File: config.mk
export PLATFORM = sky130hd
export DESIGN_NAME = tws_slave
export DESIGN_NICKNAME = d
export VERILOG_FILES = /design/src/rtl/tws_pkg.sv /design/src/rtl/tws_datapath.sv /design/src/rtl/tws_control.sv /design/src/rtl/tws_slave.sv
export SDC_FILE = /design/constraint.sdc
export NUM_CORES = 1
export LEC_CHECK = 0
export BUFFER_PORTS_ARGS = -buffer_cell sky130_fd_sc_hd__buf_4
export CORE_MARGIN = 3
export CORE_UTILIZATION = 25
export DETAILED_ROUTE_END_ITERATION = 7
export GPL_TIMING_DRIVEN = 0
export PLACE_DENSITY_LB_ADDON = 0.15
export SYNTH_ARGS = -nofsm -noshare
export SYNTH_HDL_FRONTEND = slang
export SYNTH_SLANG_ARGS = --single-unit
File: constraint.sdc
create_clock -name clk -period 4.6 [get_ports clk]
set_input_delay 1.38 -clock clk [delete_from_list [all_inputs] [get_ports clk]]
set_output_delay 1.38 -clock clk [all_outputs]
set_load 0.01 [all_outputs]
File: src/rtl/tws_pkg.sv
package tws_pkg;

  typedef struct packed {
    logic sclRise;
    logic sclFall;
    logic startSeen;
    logic stopSeen;
    logic sclLevel;
    logic sdaLevel;
  } busEvT;

  typedef struct packed {
    logic sampleBit;
    logic latchRx;
    logic loadTx;
    logic shiftTx;
  } dpStrobeT;

  typedef enum logic [1:0] {
    ST_IDLE,
    ST_ADDR,
    ST_RX,
    ST_TX
  } slvStateT;

  localparam logic [7:0] STAT_NONE    = 8'hF8;
  localparam logic [7:0] STAT_ADDR_W  = 8'h60;
  localparam logic [7:0] STAT_RX_ACK  = 8'h80;
  localparam logic [7:0] STAT_RX_NACK = 8'h88;
  localparam logic [7:0] STAT_STOP    = 8'hA0;
  localparam logic [7:0] STAT_ADDR_R  = 8'hA8;
  localparam logic [7:0] STAT_TX_ACK  = 8'hB8;
  localparam logic [7:0] STAT_TX_NACK = 8'hC0;
  localparam logic [7:0] STAT_TX_LAST = 8'hC8;

  localparam logic [1:0] SEL_ADDR = 2'd0;
  localparam logic [1:0] SEL_CTRL = 2'd1;
  localparam logic [1:0] SEL_DATA = 2'd2;

endpackage

File: src/rtl/tws_datapath.sv
module tws_datapath
  import tws_pkg::*;
#(
  parameter int DATA_W      = 8,
  parameter int SYNC_STAGES = 2
) (
  input  logic              clk,
  input  logic              rstN,
  input  logic              sclIn,
  input  logic              sdaIn,
  input  dpStrobeT          strobe,
  input  logic              txWr,
  input  logic [DATA_W-1:0] txWrData,
  output busEvT             busEv,
  output logic [DATA_W-1:0] rxShift,
  output logic [DATA_W-1:0] rxByte,
  output logic              txBit
);

  logic [1:0] lineIn;
  logic [1:0] lineNow;
  logic [1:0] linePrev;

  assign lineIn = {sdaIn, sclIn};

  // one synchronizer chain plus history flop per bus line (0 = clock, 1 = data)
  for (genvar g = 0; g < 2; g++) begin : gLine
    logic [SYNC_STAGES-1:0] stages;
    logic                   prev;
    always_ff @(posedge clk or negedge rstN) begin
      if (!rstN) begin
        stages <= '1;
        prev   <= 1'b1;
      end else begin
        stages <= {stages[SYNC_STAGES-2:0], lineIn[g]};
        prev   <= stages[SYNC_STAGES-1];
      end
    end
    assign lineNow[g]  = stages[SYNC_STAGES-1];
    assign linePrev[g] = prev;
  end

  always_comb begin
    busEv.sclLevel  = lineNow[0];
    busEv.sdaLevel  = lineNow[1];
    busEv.sclRise   = lineNow[0] & ~linePrev[0];
    busEv.sclFall   = ~lineNow[0] & linePrev[0];
    busEv.startSeen = lineNow[0] & linePrev[0] & linePrev[1] & ~lineNow[1];
    busEv.stopSeen  = lineNow[0] & linePrev[0] & ~linePrev[1] & lineNow[1];
  end

  logic [DATA_W-1:0] txData;
  logic [DATA_W-1:0] txShift;

  always_ff @(posedge clk or negedge rstN) begin
    if (!rstN) begin
      rxShift <= '0;
      rxByte  <= '0;
      txData  <= '1;
      txShift <= '1;
    end else begin
      if (strobe.sampleBit) rxShift <= {rxShift[DATA_W-2:0], lineNow[1]};
      if (strobe.latchRx)   rxByte  <= rxShift;
      if (txWr)             txData  <= txWrData;
      if (strobe.loadTx)       txShift <= txData;
      else if (strobe.shiftTx) txShift <= {txShift[DATA_W-2:0], 1'b1};
    end
  end

  assign txBit = txShift[DATA_W-1];

endmodule

File: src/rtl/tws_control.sv
module tws_control
  import tws_pkg::*;
#(
  parameter int DATA_W = 8
) (
  input  logic              clk,
  input  logic              rstN,
  input  busEvT             busEv,
  input  logic [DATA_W-1:0] rxShift,
  input  logic              txBit,
  input  logic              addrWr,
  input  logic              ctrlWr,
  input  logic [DATA_W-1:0] wrData,
  output dpStrobeT          strobe,
  output logic              intFlag,
  output logic [7:0]        statusCode,
  output logic              sclDriveLow,
  output logic              sdaDriveLow
);

  localparam int ADDR_W   = DATA_W - 1;
  localparam int CNT_W    = $clog2(DATA_W + 2);
  localparam logic [CNT_W-1:0] ACK_SLOT = CNT_W'(DATA_W);
  localparam logic [CNT_W-1:0] END_SLOT = CNT_W'(DATA_W + 1);

  slvStateT          state;
  logic [CNT_W-1:0]  bitCnt;
  logic [ADDR_W-1:0] ownAddr;
  logic              gcEn, ackEn, flag, holdScl;
  logic [7:0]        code;
  logic              ackOut, txDrive, readReq, rxAckd, mAckd;

  logic clearReq, addrHit, inByte;
  assign clearReq = ctrlWr & wrData[DATA_W-1];
  assign addrHit  = ackEn & ((rxShift[DATA_W-1:1] == ownAddr) |
                             (gcEn & (rxShift[DATA_W-1:1] == '0)));
  assign inByte   = bitCnt < ACK_SLOT;

  always_comb begin
    strobe.sampleBit = busEv.sclRise & inByte & ((state == ST_ADDR) | (state == ST_RX));
    strobe.latchRx   = busEv.sclFall & (state == ST_RX) & (bitCnt == ACK_SLOT);
    strobe.shiftTx   = busEv.sclFall & (state == ST_TX) & (bitCnt != '0) & inByte;
    strobe.loadTx    = clearReq & flag & (state == ST_TX);
  end

  always_ff @(posedge clk or negedge rstN) begin
    if (!rstN) begin
      state   <= ST_IDLE;
      bitCnt  <= '0;
      ownAddr <= '0;
      gcEn    <= 1'b0;
      ackEn   <= 1'b0;
      flag    <= 1'b0;
      holdScl <= 1'b0;
      code    <= STAT_NONE;
      ackOut  <= 1'b0;
      txDrive <= 1'b0;
      readReq <= 1'b0;
      rxAckd  <= 1'b0;
      mAckd   <= 1'b0;
    end else begin
      if (addrWr) begin
        ownAddr <= wrData[DATA_W-1:1];
        gcEn    <= wrData[0];
      end
      if (ctrlWr)        ackEn   <= wrData[0];
      if (clearReq)      flag    <= 1'b0;
      if (strobe.loadTx) txDrive <= 1'b1;
      holdScl <= flag & (holdScl | ~busEv.sclLevel);

      if (busEv.startSeen || busEv.stopSeen) begin
        if (state == ST_RX || state == ST_TX) begin
          flag <= 1'b1;
          code <= STAT_STOP;
        end
        state   <= busEv.startSeen ? ST_ADDR : ST_IDLE;
        bitCnt  <= '0;
        ackOut  <= 1'b0;
        txDrive <= 1'b0;
      end else if (busEv.sclRise && state != ST_IDLE) begin
        bitCnt <= bitCnt + 1'b1;
        if (state == ST_TX && bitCnt == ACK_SLOT) mAckd <= ~busEv.sdaLevel;
      end else if (busEv.sclFall && state != ST_IDLE) begin
        if (bitCnt == ACK_SLOT) begin
          case (state)
            ST_ADDR: begin
              if (addrHit) begin
                ackOut  <= 1'b1;
                readReq <= rxShift[0];
              end else begin
                state <= ST_IDLE;
              end
            end
            ST_RX: begin
              ackOut <= ackEn;
              rxAckd <= ackEn;
            end
            ST_TX:   txDrive <= 1'b0;
            default: ;
          endcase
        end else if (bitCnt == END_SLOT) begin
          bitCnt <= '0;
          ackOut <= 1'b0;
          flag   <= 1'b1;
          case (state)
            ST_ADDR: begin
              code  <= readReq ? STAT_ADDR_R : STAT_ADDR_W;
              state <= readReq ? ST_TX : ST_RX;
            end
            ST_RX: begin
              code <= rxAckd ? STAT_RX_ACK : STAT_RX_NACK;
              if (!rxAckd) state <= ST_IDLE;
            end
            ST_TX: begin
              if (!mAckd) begin
                code  <= STAT_TX_NACK;
                state <= ST_IDLE;
              end else if (!ackEn) begin
                code  <= STAT_TX_LAST;
                state <= ST_IDLE;
              end else begin
                code <= STAT_TX_ACK;
              end
            end
            default: ;
          endcase
        end
      end
    end
  end

  assign intFlag     = flag;
  assign statusCode  = flag ? code : STAT_NONE;
  assign sclDriveLow = holdScl;
  assign sdaDriveLow = ackOut | (txDrive & ~txBit);

  // data line only moves while the clock line is low
  assert_sda_low_phase_R3: assert property (@(posedge clk) disable iff (!rstN)
    !$stable(sdaDriveLow) |-> !busEv.sclLevel);

  assert_write_addr_rx_R2: assert property (@(posedge clk) disable iff (!rstN)
    ($rose(flag) && code == STAT_ADDR_W) |-> state == ST_RX);

  assert_release_after_clear_R4: assert property (@(posedge clk) disable iff (!rstN)
    $fell(flag) |=> !sclDriveLow);

  assert_nack_unaddressed_R5: assert property (@(posedge clk) disable iff (!rstN)
    ($rose(flag) && code == STAT_RX_NACK) |-> state == ST_IDLE);

  assert_detached_quiet_R6: assert property (@(posedge clk) disable iff (!rstN)
    state == ST_IDLE |-> !txDrive);

  assert_ack_when_addressed_R9: assert property (@(posedge clk) disable iff (!rstN)
    ackOut |-> state != ST_IDLE);

endmodule

File: src/rtl/tws_slave.sv
module tws_slave
  import tws_pkg::*;
#(
  parameter int DATA_W      = 8,
  parameter int SYNC_STAGES = 2
) (
  input  logic              clk,
  input  logic              rstN,
  input  logic              sclIn,
  input  logic              sdaIn,
  output logic              sclDriveLow,
  output logic              sdaDriveLow,
  input  logic              wrEn,
  input  logic [1:0]        wrSel,
  input  logic [DATA_W-1:0] wrData,
  output logic              intFlag,
  output logic [7:0]        statusCode,
  output logic [DATA_W-1:0] rxByte
);

  busEvT             busEv;
  dpStrobeT          strobe;
  logic [DATA_W-1:0] rxShift;
  logic              txBit;
  logic              addrWr, ctrlWr, dataWr;

  assign addrWr = wrEn & (wrSel == SEL_ADDR);
  assign ctrlWr = wrEn & (wrSel == SEL_CTRL);
  assign dataWr = wrEn & (wrSel == SEL_DATA);

  tws_datapath #(.DATA_W(DATA_W), .SYNC_STAGES(SYNC_STAGES)) uDatapath (
    .clk      (clk),
    .rstN     (rstN),
    .sclIn    (sclIn),
    .sdaIn    (sdaIn),
    .strobe   (strobe),
    .txWr     (dataWr),
    .txWrData (wrData),
    .busEv    (busEv),
    .rxShift  (rxShift),
    .rxByte   (rxByte),
    .txBit    (txBit)
  );

  tws_control #(.DATA_W(DATA_W)) uControl (
    .clk         (clk),
    .rstN        (rstN),
    .busEv       (busEv),
    .rxShift     (rxShift),
    .txBit       (txBit),
    .addrWr      (addrWr),
    .ctrlWr      (ctrlWr),
    .wrData      (wrData),
    .strobe      (strobe),
    .intFlag     (intFlag),
    .statusCode  (statusCode),
    .sclDriveLow (sclDriveLow),
    .sdaDriveLow (sdaDriveLow)
  );

endmodule

==> impl_metrics.env, run 1 <==
export IMPL_syn_inst=250
export IMPL_cts_hold_buffers_added=0
export IMPL_crit_arrival_ns=2.83
export IMPL_fin_setup_tns_ns=0
export IMPL_synthSimpleGateAreaFrac=0.119
export IMPL_min_from="uDatapath.gLine[1].stages[0]"
export IMPL_numPortBuffers=30
export IMPL_h_tree_depth=3
export IMPL_hold_slack_ns=0.354
export IMPL_p_leak_nw=1.67
export IMPL_core_um2=11700
export IMPL_cap_violations=0
export IMPL_synthArstFlopShare=1.00
export IMPL_drive_gt1_frac=0.419
export IMPL_yosys_warnings=0
export IMPL_vias_per_cell=4.45
export IMPL_clock_path_buffers=2
export IMPL_muxShareOfSynthArea=0.183
export IMPL_cts_root_buf="clkbuf_16"
export IMPL_synth_edf_count=0
export IMPL_gp_congestion=0.820
export IMPL_fp_row_count=39
export IMPL_drc=0
export IMPL_cts_clk_slew_worst_paths_ns=0.06
export IMPL_drt_iter0_markers=71
export IMPL_critPathLaunchType="input port"
export IMPL_synth_ff_type="dfrtp_1"
export IMPL_syn_mean_instance_area_um2=12.3
export IMPL_synth_xor_area_frac=0.0285
export IMPL_period_minus_slack_ns=2.59
export IMPL_slew_viol_final=0
export IMPL_tightest_slew_ns=0.825
export IMPL_rr_startpoint="uControl.state[0]"
export IMPL_multi_input_area_um2=1330
export IMPL_grt_pass1_wl_mm=11.1
export IMPL_start_util=0.263
export IMPL_final_core_util=0.324
export IMPL_ys_seq_area_frac=0.539
export IMPL_die_area_um2=13700
export IMPL_critical_path_class="input port to flip-flop"
export IMPL_ys_top_cells_by_area="dfrtp_1, dfstp_2, mux2_2"
export IMPL_diodes=0
export IMPL_gr_total_overflow=0
export IMPL_cts_tree="done"
export IMPL_wirelength_mm=6.46
export IMPL_grt_total_usage=0.104
export IMPL_area_delta_synth_final_pct=23.5
export IMPL_clock_skew_ns=0.00618
export IMPL_ant_nets=0
export IMPL_pin_count=34
export IMPL_vias=1964
export IMPL_crit_start="wrSel[1]"
export IMPL_ys_types=48
export IMPL_drtPass1Iterations=4
export IMPL_routedWlPerCell_um=14.6
export IMPL_ctsResizeCount=0
export IMPL_finalHoldViolations=0
export IMPL_fmax_ghz=0.386
export IMPL_synth_top_area_frac=0.309
export IMPL_timing_final_crit_share=0.563
export IMPL_power_density_nw_per_um2=491
export IMPL_max_vdd_ir_drop_mv=0.147
export IMPL_path_max_fanout=10
export IMPL_power_mw=1.87
export IMPL_synth_compound_area_frac=0.0703
export IMPL_antenna_found_initial=0
export IMPL_die_width_um=117
export IMPL_die_h_um=117
export IMPL_fin_nets=315
export IMPL_synth_seq_cells=65
export IMPL_status="finished clean"
export IMPL_rsz0062_at_grt="false"
export IMPL_grt_pass1_vias=2105
export IMPL_post_cts_buffers=0
export IMPL_yosysTopAreaCell="dfrtp_1"
export IMPL_numCtsBuffers=9
export IMPL_nFillCells=1222
export IMPL_final_setup_viol_count=0
export IMPL_synthAdderAreaFrac=0.0285
export IMPL_final_cell_mix="dfrtp_1, buf_4, mux2_2, dfstp_2, nand2_1"
export IMPL_worstSkewPairLatency_ns=0.32
export IMPL_synth_area_um2=3080
export IMPL_dp_hpwl_mm=4.59
export IMPL_ff_latch_area_um2=1660
export IMPL_grt_max_degree=66
export IMPL_crit_path_end_kind="flip-flop"
export IMPL_final_common_cell="dfrtp_1"
export IMPL_cts_sinks=65
export IMPL_max_slew_margin=0.450
export IMPL_hp_class="flip-flop to flip-flop"
export IMPL_synth_top_family_by_area="multiplexers"
export IMPL_crit_required_ns=4.84
state kept, by name, indices dropped and copies added, names as in the netlist:
register	count
uDatapath.txShift	8
uControl.code	5
uDatapath.gLine.prev	2
uControl.gcEn	1
uControl.ackEn	1
uDatapath.rxByte	8
uControl.ackOut	1
uDatapath.gLine.stages	4
uDatapath.rxShift	8
uControl.intFlag	1
uControl.rxAckd	1
uControl.txDrive	1
uDatapath.txData	8
uControl.readReq	1
uControl.state	2
uControl.mAckd	1
uControl.ownAddr	7
uControl.sclDriveLow	1
uControl.bitCnt	4
logic make-up after synthesis:
| kind of cell | after synthesis |
|---|---|
| buf+inv | 19 |
| flops | 65 |
| fa+ha+maj | 7 |
| mux | 49 |
| xor+xnor | 10 |
| compound gates | 32 |
| other cells | 1 |
| simple gates | 67 |
critical path, cell delays in order:
cell and delay, ns:
buf_4 0.11, nor2b_1 0.22, nand3_1 0.14, nor2_1 0.40, clkbuf_1 0.37, nand2_1 0.11, o21ai_0 0.10
cell type report:
cell class	instances	area share
plain buffers	10	0.0151
clock buffers	12	0.0731
clock inverters	4	0.00856
inverters	9	0.00889
multi-input cells	168	0.351
flip-flops and latches	65	0.437
well taps	143	0.0471
repair buffers	30	0.0593
Yosys cell counts (2+ instances only):
cell type  number
a21o_1          2
a21oi_1         3
a22o_1          2
a31oi_1         2
and3b_1         2
buf_4           5
clkbuf_1        3
dfrtp_1        38
dfstp_2        27
ha_1            7
inv_1           9
mux2_2         35
mux2_4          6
mux2i_1         8
nand2_1        19
nand2b_1        8
nand3_1         8
nand3b_1        2
nand4_1         2
nor2_1          7
nor2b_1         4
nor3_1          4
nor4_1          2
o211ai_1        2
o21ai_0        12
xnor2_1         8
xor2_1          2
per-layer routing:
layer	GRT usage	wire, um	vias up	share of wire
met5	0	0	-	0
met2	0.146	2780	31	0.43
li1	-	-	971	-
met4	0.0528	121	0	0.019
met3	0.0175	211	9	0.033
met1	0.155	3350	953	0.52
where the power goes:
part	internal [mW]	total (mW)	switching [mW]
Sequential	0.697	0.801	0.104
Clock	0.430	0.686	0.257
Combinational	0.217	0.380	0.163
stage by stage:
step                      worst slack (ns)  instances  area, um2
after CTS                             2.01        441       3800
after floorplan                       2.16        252       3090
after global routing                  1.83        441       3800
after global placement                1.67        425       3490
after detailed placement              1.67        425       3490
final                                 2.01        441       3800
path summary, 6_finish.rpt:
kind                            depth (start not counted)                      endpoint  slack [ns]
worst min register to register                          0  uDatapath.gLine[1].stages[1]        0.35
worst max-delay path                                    7          uDatapath.txShift[2]        2.01
worst min-delay path                                    0  uDatapath.gLine[1].stages[1]        0.35
worst max register to register                          5           uDatapath.rxByte[3]        2.45
max in group asynchronous                               1            uControl.bitCnt[2]        2.91
min in group asynchronous                               1           uDatapath.rxByte[2]        1.16
Note: power is estimated with default switching activity, not from simulation.
==> run 2, diff against run 1 <==
--- a/config.mk
+++ b/config.mk
@@ -5,6 +5,7 @@
 export SDC_FILE = /design/constraint.sdc
 export NUM_CORES = 1
 export LEC_CHECK = 0
+export ABC_AREA = 1
 export BUFFER_PORTS_ARGS = -buffer_cell sky130_fd_sc_hd__buf_4
 export CORE_MARGIN = 3
 export CORE_UTILIZATION = 25
==> constraint.sdc (replaced) <==
create_clock -name clk -period 2.57 [get_ports clk]
set_input_delay 0.771 -clock clk [delete_from_list [all_inputs] [get_ports clk]]
set_output_delay 0.771 -clock clk [all_outputs]
set_load 0.01 [all_outputs]
==> impl_metrics.env, run 2 <==
export IMPL_status="finished clean"
export IMPL_ys_types=37
export IMPL_gr_total_overflow=0
export IMPL_synth_most_common_cell="nand2_1"
export IMPL_slew_viol_final=0
export IMPL_wirelength_mm=7.16
export IMPL_synth_seq_cells=65
export IMPL_die_h_um=118
export IMPL_final_setup_viol_count=0
export IMPL_hp_class="flip-flop to flip-flop"
export IMPL_clock_skew_ns=0.00746
export IMPL_finalWorstSetupSlack_ns=0.505
export IMPL_drt_iter0_markers=99
export IMPL_area_delta_synth_final_pct=23.8
export IMPL_grt_max_degree=66
export IMPL_path_cells="clkbuf_1 -> nand2_1 -> buf_4"
export IMPL_die_width_um=118
export IMPL_cts_hold_buffers_added=0
export IMPL_critical_path_top_delay_family="buffers and inverters"
export IMPL_fin_setup_tns_ns=0
export IMPL_crit_path_end_kind="output pin"
export IMPL_fp_row_count=40
export IMPL_cts_sinks=65
export IMPL_tightest_slew_ns=0.840
export IMPL_ff_latch_area_um2=1660
export IMPL_syn_inst=364
export IMPL_h_tree_depth=3
export IMPL_post_cts_buffers=0
export IMPL_ctsResizeCount=0
export IMPL_antenna_found_initial=0
export IMPL_clock_path_buffers=2
export IMPL_cap_violations=0
export IMPL_core_um2=12100
export IMPL_gp_congestion=0.833
export IMPL_die_area_um2=13800
export IMPL_synth_area_um2=3110
export IMPL_critical_path_class="flip-flop to output pin"
export IMPL_fmax_ghz=0.484
export IMPL_grt_total_usage=0.112
export IMPL_final_common_cell="nand2_1"
export IMPL_max_vdd_ir_drop_mv=0.398
export IMPL_path_buf_inv=2
export IMPL_timing_final_crit_share=0.803
export IMPL_rsz0062_at_grt="false"
export IMPL_muxShareOfSynthArea=0
export IMPL_crit_required_ns=1.80
export IMPL_drtPass1Iterations=4
export IMPL_yosysTopAreaCell="dfrtp_1"
export IMPL_finalHoldViolations=0
export IMPL_synthArstFlopShare=1.00
export IMPL_critPathSlowestCell="clkbuf_1"
export IMPL_power_mw=2.75
export IMPL_cts_root_buf="clkbuf_16"
export IMPL_synth_top_area_frac=0.306
export IMPL_ys_seq_area_frac=0.534
export IMPL_synth_compound_area_frac=0.119
export IMPL_multi_input_area_um2=1190
export IMPL_ant_nets=0
export IMPL_slowest_delay_ns=0.37
export IMPL_grt_pass1_vias=2475
export IMPL_vias=2430
export IMPL_synth_top_family_by_area="simple AND/OR/NAND/NOR gates"
export IMPL_crit_arrival_ns=1.29
export IMPL_drive_gt1_frac=0.221
export IMPL_fin_nets=429
export IMPL_p_leak_nw=1.86
export IMPL_diodes=0
export IMPL_routedWlPerCell_um=12.3
export IMPL_synth_ff_type="dfrtp_1"
export IMPL_grt_pass1_wl_mm=12.5
export IMPL_dp_slack_ns=0.471
export IMPL_worstSkewPairLatency_ns=0.33
export IMPL_cts_clk_slew_worst_paths_ns=0.05
export IMPL_numPortBuffers=30
export IMPL_max_slew_margin=0.440
export IMPL_final_cell_mix="nand2_1, inv_1, dfrtp_1, buf_4, o21ai_0"
export IMPL_dp_hpwl_mm=5.23
export IMPL_nFillCells=1327
export IMPL_power_density_nw_per_um2=714
export IMPL_synth_edf_count=0
export IMPL_synthAdderAreaFrac=0.0282
export IMPL_final_core_util=0.318
export IMPL_pin_count=34
export IMPL_period_minus_slack_ns=2.06
export IMPL_synth_xor_area_frac=0.00845
export IMPL_vias_per_cell=4.19
export IMPL_yosys_warnings=0
export IMPL_start_util=0.257
export IMPL_synthSimpleGateAreaFrac=0.222
export IMPL_ys_top_cells_by_count="nand2_1, inv_1, dfrtp_1, o21ai_0, dfstp_2"
export IMPL_cts_tree="done"
export IMPL_path_max_fanout=8
export IMPL_drc=0
export IMPL_syn_mean_instance_area_um2=8.55
export IMPL_ys_top_cells_by_area="dfrtp_1, dfstp_2, nand2_1"
export IMPL_numCtsBuffers=9
export IMPL_critPathLaunchType="flip-flop"
-- run 2: path summary, 6_finish.rpt --
path | cells after the start | slack [ns] | startpoint | to
worst max-delay path | 3 | 0.51 | uControl.intFlag | statusCode[5]
worst min-delay path | 0 | 0.36 | uDatapath.gLine[0].stages[0] | uDatapath.gLine[0].stages[1]
worst max register to register | 6 | 0.78 | uControl.state[1] | uDatapath.txShift[1]
worst min register to register | 0 | 0.36 | uDatapath.gLine[0].stages[0] | uDatapath.gLine[0].stages[1]
max in group asynchronous | 1 | 1.46 | rstN | uControl.intFlag
min in group asynchronous | 1 | 0.53 | rstN | uControl.mAckd
-- run 2: logic make-up (layout without fill, tap and decap cells) --
family	Yosys count	in the layout
buffers and inverters	66	112
adders and majority gates	7	7
other	1	3
and+or+nand+nor	157	157
xor gates and xnor gates	3	3
DFF	65	65
AOI/OAI and AO/OA	65	65
-- run 2: routing by layer --
layer  global-route usage  routed length (um)  up-vias
li1                     -                   -     1237
met1                0.148                3510     1138
met3               0.0365                 270        9
met5                    0                   0        -
met2                0.174                3280       46
met4               0.0374                  89        0
-- run 2: worst reg2reg max path, stage by stage, from the launching register on --
cell,delay [ns]
dfrtp_1,0.40
ha_1,0.34
nand4_1,0.31
nand2_1,0.26
inv_1,0.14
nand2_1,0.09
o311ai_0,0.15
-- run 2: layout make-up --
type,count,share of cell area
Clock inverter,5,0.0143
Sequential cell,65,0.431
Inverter,56,0.0546
Multi-Input combinational cell,235,0.308
Buffer,10,0.0159
Clock buffer,11,0.0630
Tap cell,168,0.0546
Timing Repair Buffer,30,0.0585
-- run 2: metrics by stage --
stage,hold slack [ns],area [um2],std cells
after floorplan,0.345,3120,366
after global placement,0.347,3550,564
after detailed placement,0.348,3550,564
after CTS,0.358,3850,580
after global routing,0.360,3850,580
final,0.356,3850,580
-- run 2: report_power, final --
part	switching, mW	total, mW	internal (mW)
sequential	0.0600	1.21	1.15
clock	0.436	1.21	0.773
combinational	0.201	0.334	0.133
==> run 3, diff against run 2 <==
==> constraint.sdc (replaced) <==
create_clock -name clk -period 1.73 [get_ports clk]
set_input_delay 0.519 -clock clk [delete_from_list [all_inputs] [get_ports clk]]
set_output_delay 0.519 -clock clk [all_outputs]
set_load 0.01 [all_outputs]
==> impl_metrics.env, run 3 (synthesis gave the netlist of run 2 again) <==
export IMPL_status="finished clean"
export IMPL_core_um2=12100
export IMPL_rsz0062_at_grt="true"
export IMPL_cts_sinks=65
export IMPL_critical_path_class="flip-flop to output pin"
export IMPL_stdcell_count=593
export IMPL_p_leak_nw=1.94
export IMPL_antenna_found_initial=0
export IMPL_path_cells="inv_2 -> a21o_1 -> buf_6"
export IMPL_final_cell_mix="nand2_1, inv_1, buf_4, dfrtp_1, o21ai_0"
export IMPL_start_util=0.257
export IMPL_drtPass1Iterations=4
export IMPL_drt_iter0_markers=99
export IMPL_area_delta_synth_final_pct=30.0
export IMPL_h_tree_depth=3
export IMPL_gp_congestion=0.833
export IMPL_pin_count=34
export IMPL_vias=2508
export IMPL_numPortBuffers=30
export IMPL_gr_total_overflow=0
export IMPL_critPathCapture="sdaDriveLow"
export IMPL_power_density_nw_per_um2=1030
export IMPL_worstSkewPairLatency_ns=0.33
export IMPL_tightest_slew_ns=0.840
export IMPL_drive_gt1_frac=0.301
export IMPL_critPathLaunchType="flip-flop"
export IMPL_rrSetupSlack_ns=0.09
export IMPL_slowest_delay_ns=0.52
export IMPL_numCtsBuffers=9
export IMPL_timing_final_crit_share=0.984
export IMPL_grt_pass1_vias=2477
export IMPL_vias_per_cell=4.23
export IMPL_fp_row_count=40
export IMPL_final_common_cell="nand2_1"
export IMPL_crit_arrival_ns=1.18
export IMPL_fmax_ghz=0.587
export IMPL_routedWlPerCell_um=12.4
export IMPL_cts_tree="done"
export IMPL_clock_skew_ns=0.00503
export IMPL_hp_class="input port to async pin"
export IMPL_cap_violations=0
export IMPL_crit_path_end_kind="output pin"
export IMPL_final_setup_viol_count=0
export IMPL_period_minus_slack_ns=1.70
export IMPL_grt_max_degree=66
export IMPL_grt_pass1_wl_mm=12.5
export IMPL_dp_cells=564
export IMPL_cts_clk_slew_worst_paths_ns=0.06
export IMPL_crit_start="uDatapath.txShift[7]"
export IMPL_die_h_um=118
export IMPL_max_slew_margin=0.440
export IMPL_diodes=0
export IMPL_die_width_um=118
export IMPL_crit_required_ns=1.21
export IMPL_r2r_cells=5
export IMPL_critPathSlowestCell="dfstp_2"
export IMPL_slew_viol_final=0
export IMPL_cts_hold_buffers_added=0
export IMPL_wirelength_mm=7.38
export IMPL_ant_nets=0
export IMPL_cts_root_buf="clkbuf_16"
export IMPL_clock_path_buffers=2
export IMPL_max_vdd_ir_drop_mv=0.592
export IMPL_drc=0
export IMPL_path_max_fanout=2
export IMPL_dp_hpwl_mm=5.23
export IMPL_rr_startpoint="uDatapath.gLine[0].prev"
export IMPL_fin_setup_tns_ns=0
export IMPL_die_area_um2=13800
export IMPL_grt_total_usage=0.112
export IMPL_fin_nets=442
export IMPL_reg2reg_to="uDatapath.txShift[6]"
export IMPL_finalHoldViolations=0
-- run 3: cell count changes in the layout (fill, tap and decap cells not counted), sizes merged --
cell,previous run,this run
buf,36,49
nand2,101,102
clkbuf,15,14
-- run 3: worst min-delay path by stage --
stage | end | from | slack (ns) | cells past startpoint
CTS | uDatapath.gLine[1].stages[0] | sdaIn | 0.28 | 1
floorplan | uControl.ackEn | rstN | 0.22 | 0
global route | uDatapath.gLine[1].stages[0] | sdaIn | 0.28 | 1
detailed placement | uDatapath.gLine[1].stages[1] | uDatapath.gLine[1].stages[0] | 0.35 | 0
global placement | uDatapath.gLine[1].stages[1] | uDatapath.gLine[1].stages[0] | 0.35 | 0
finish | uDatapath.rxByte[0] | rstN | 0.28 | 1
-- run 3: metal layers --
| metal | global-route usage | wire length (um) | vias up |
|---|---|---|---|
| met2 | 0.173 | 3410 | 50 |
| met5 | 0 | 0 | - |
| met1 | 0.149 | 3570 | 1184 |
| met3 | 0.0365 | 304 | 8 |
| li1 | - | - | 1266 |
| met4 | 0.0374 | 91 | 0 |
-- run 3: where the power goes --
part           switching [mW]  total [mW]  internal [mW]  leakage, nW
registers               0.102        1.81           1.70        0.792
clock network           0.659        1.81           1.15        0.142
logic                   0.312       0.551          0.239         1.01
-- run 3: repair_timing --
item | CTS | global route
buffers inserted | 2 | 11
endpoints found under the setup margin | 20 | 41
resized for setup | 2 | 30
gates cloned | 0 | 1
pin swaps | 2 | 8
-- run 3: critical path, delay by kind of cell (launching register included) --
family	cells	cell delay, ns
flip-flops	1	0.52
AO/OA/AOI/OAI	1	0.18
buffers and inverters	2	0.15
-- run 3: cell type report --
class,instances,area [um2]
Clock inverter,5,55.1
Buffer,9,61.3
Multi-Input combinational cell,236,1270
Sequential cell,65,1660
Fill cell,1320,8070
Clock buffer,11,243
Inverter,56,213
Tap cell,168,210
Timing Repair Buffer,43,327
-- run 3: metrics by stage --
stage          utilization  cell area (um2)  worst slack [ns]  power (mW)  hold WS, ns
5_1_grt              0.334             4040           -0.0274        4.42        0.278
2_1_floorplan            -             3120             0.193        2.11        0.223
4_1_cts              0.319             3870           0.00213        4.18        0.281
3_5_place_dp         0.293             3550            -0.117        2.33        0.348
3_3_place_gp         0.293             3550           -0.0863        2.32        0.347
6_report             0.334             4040            0.0273        4.16        0.281
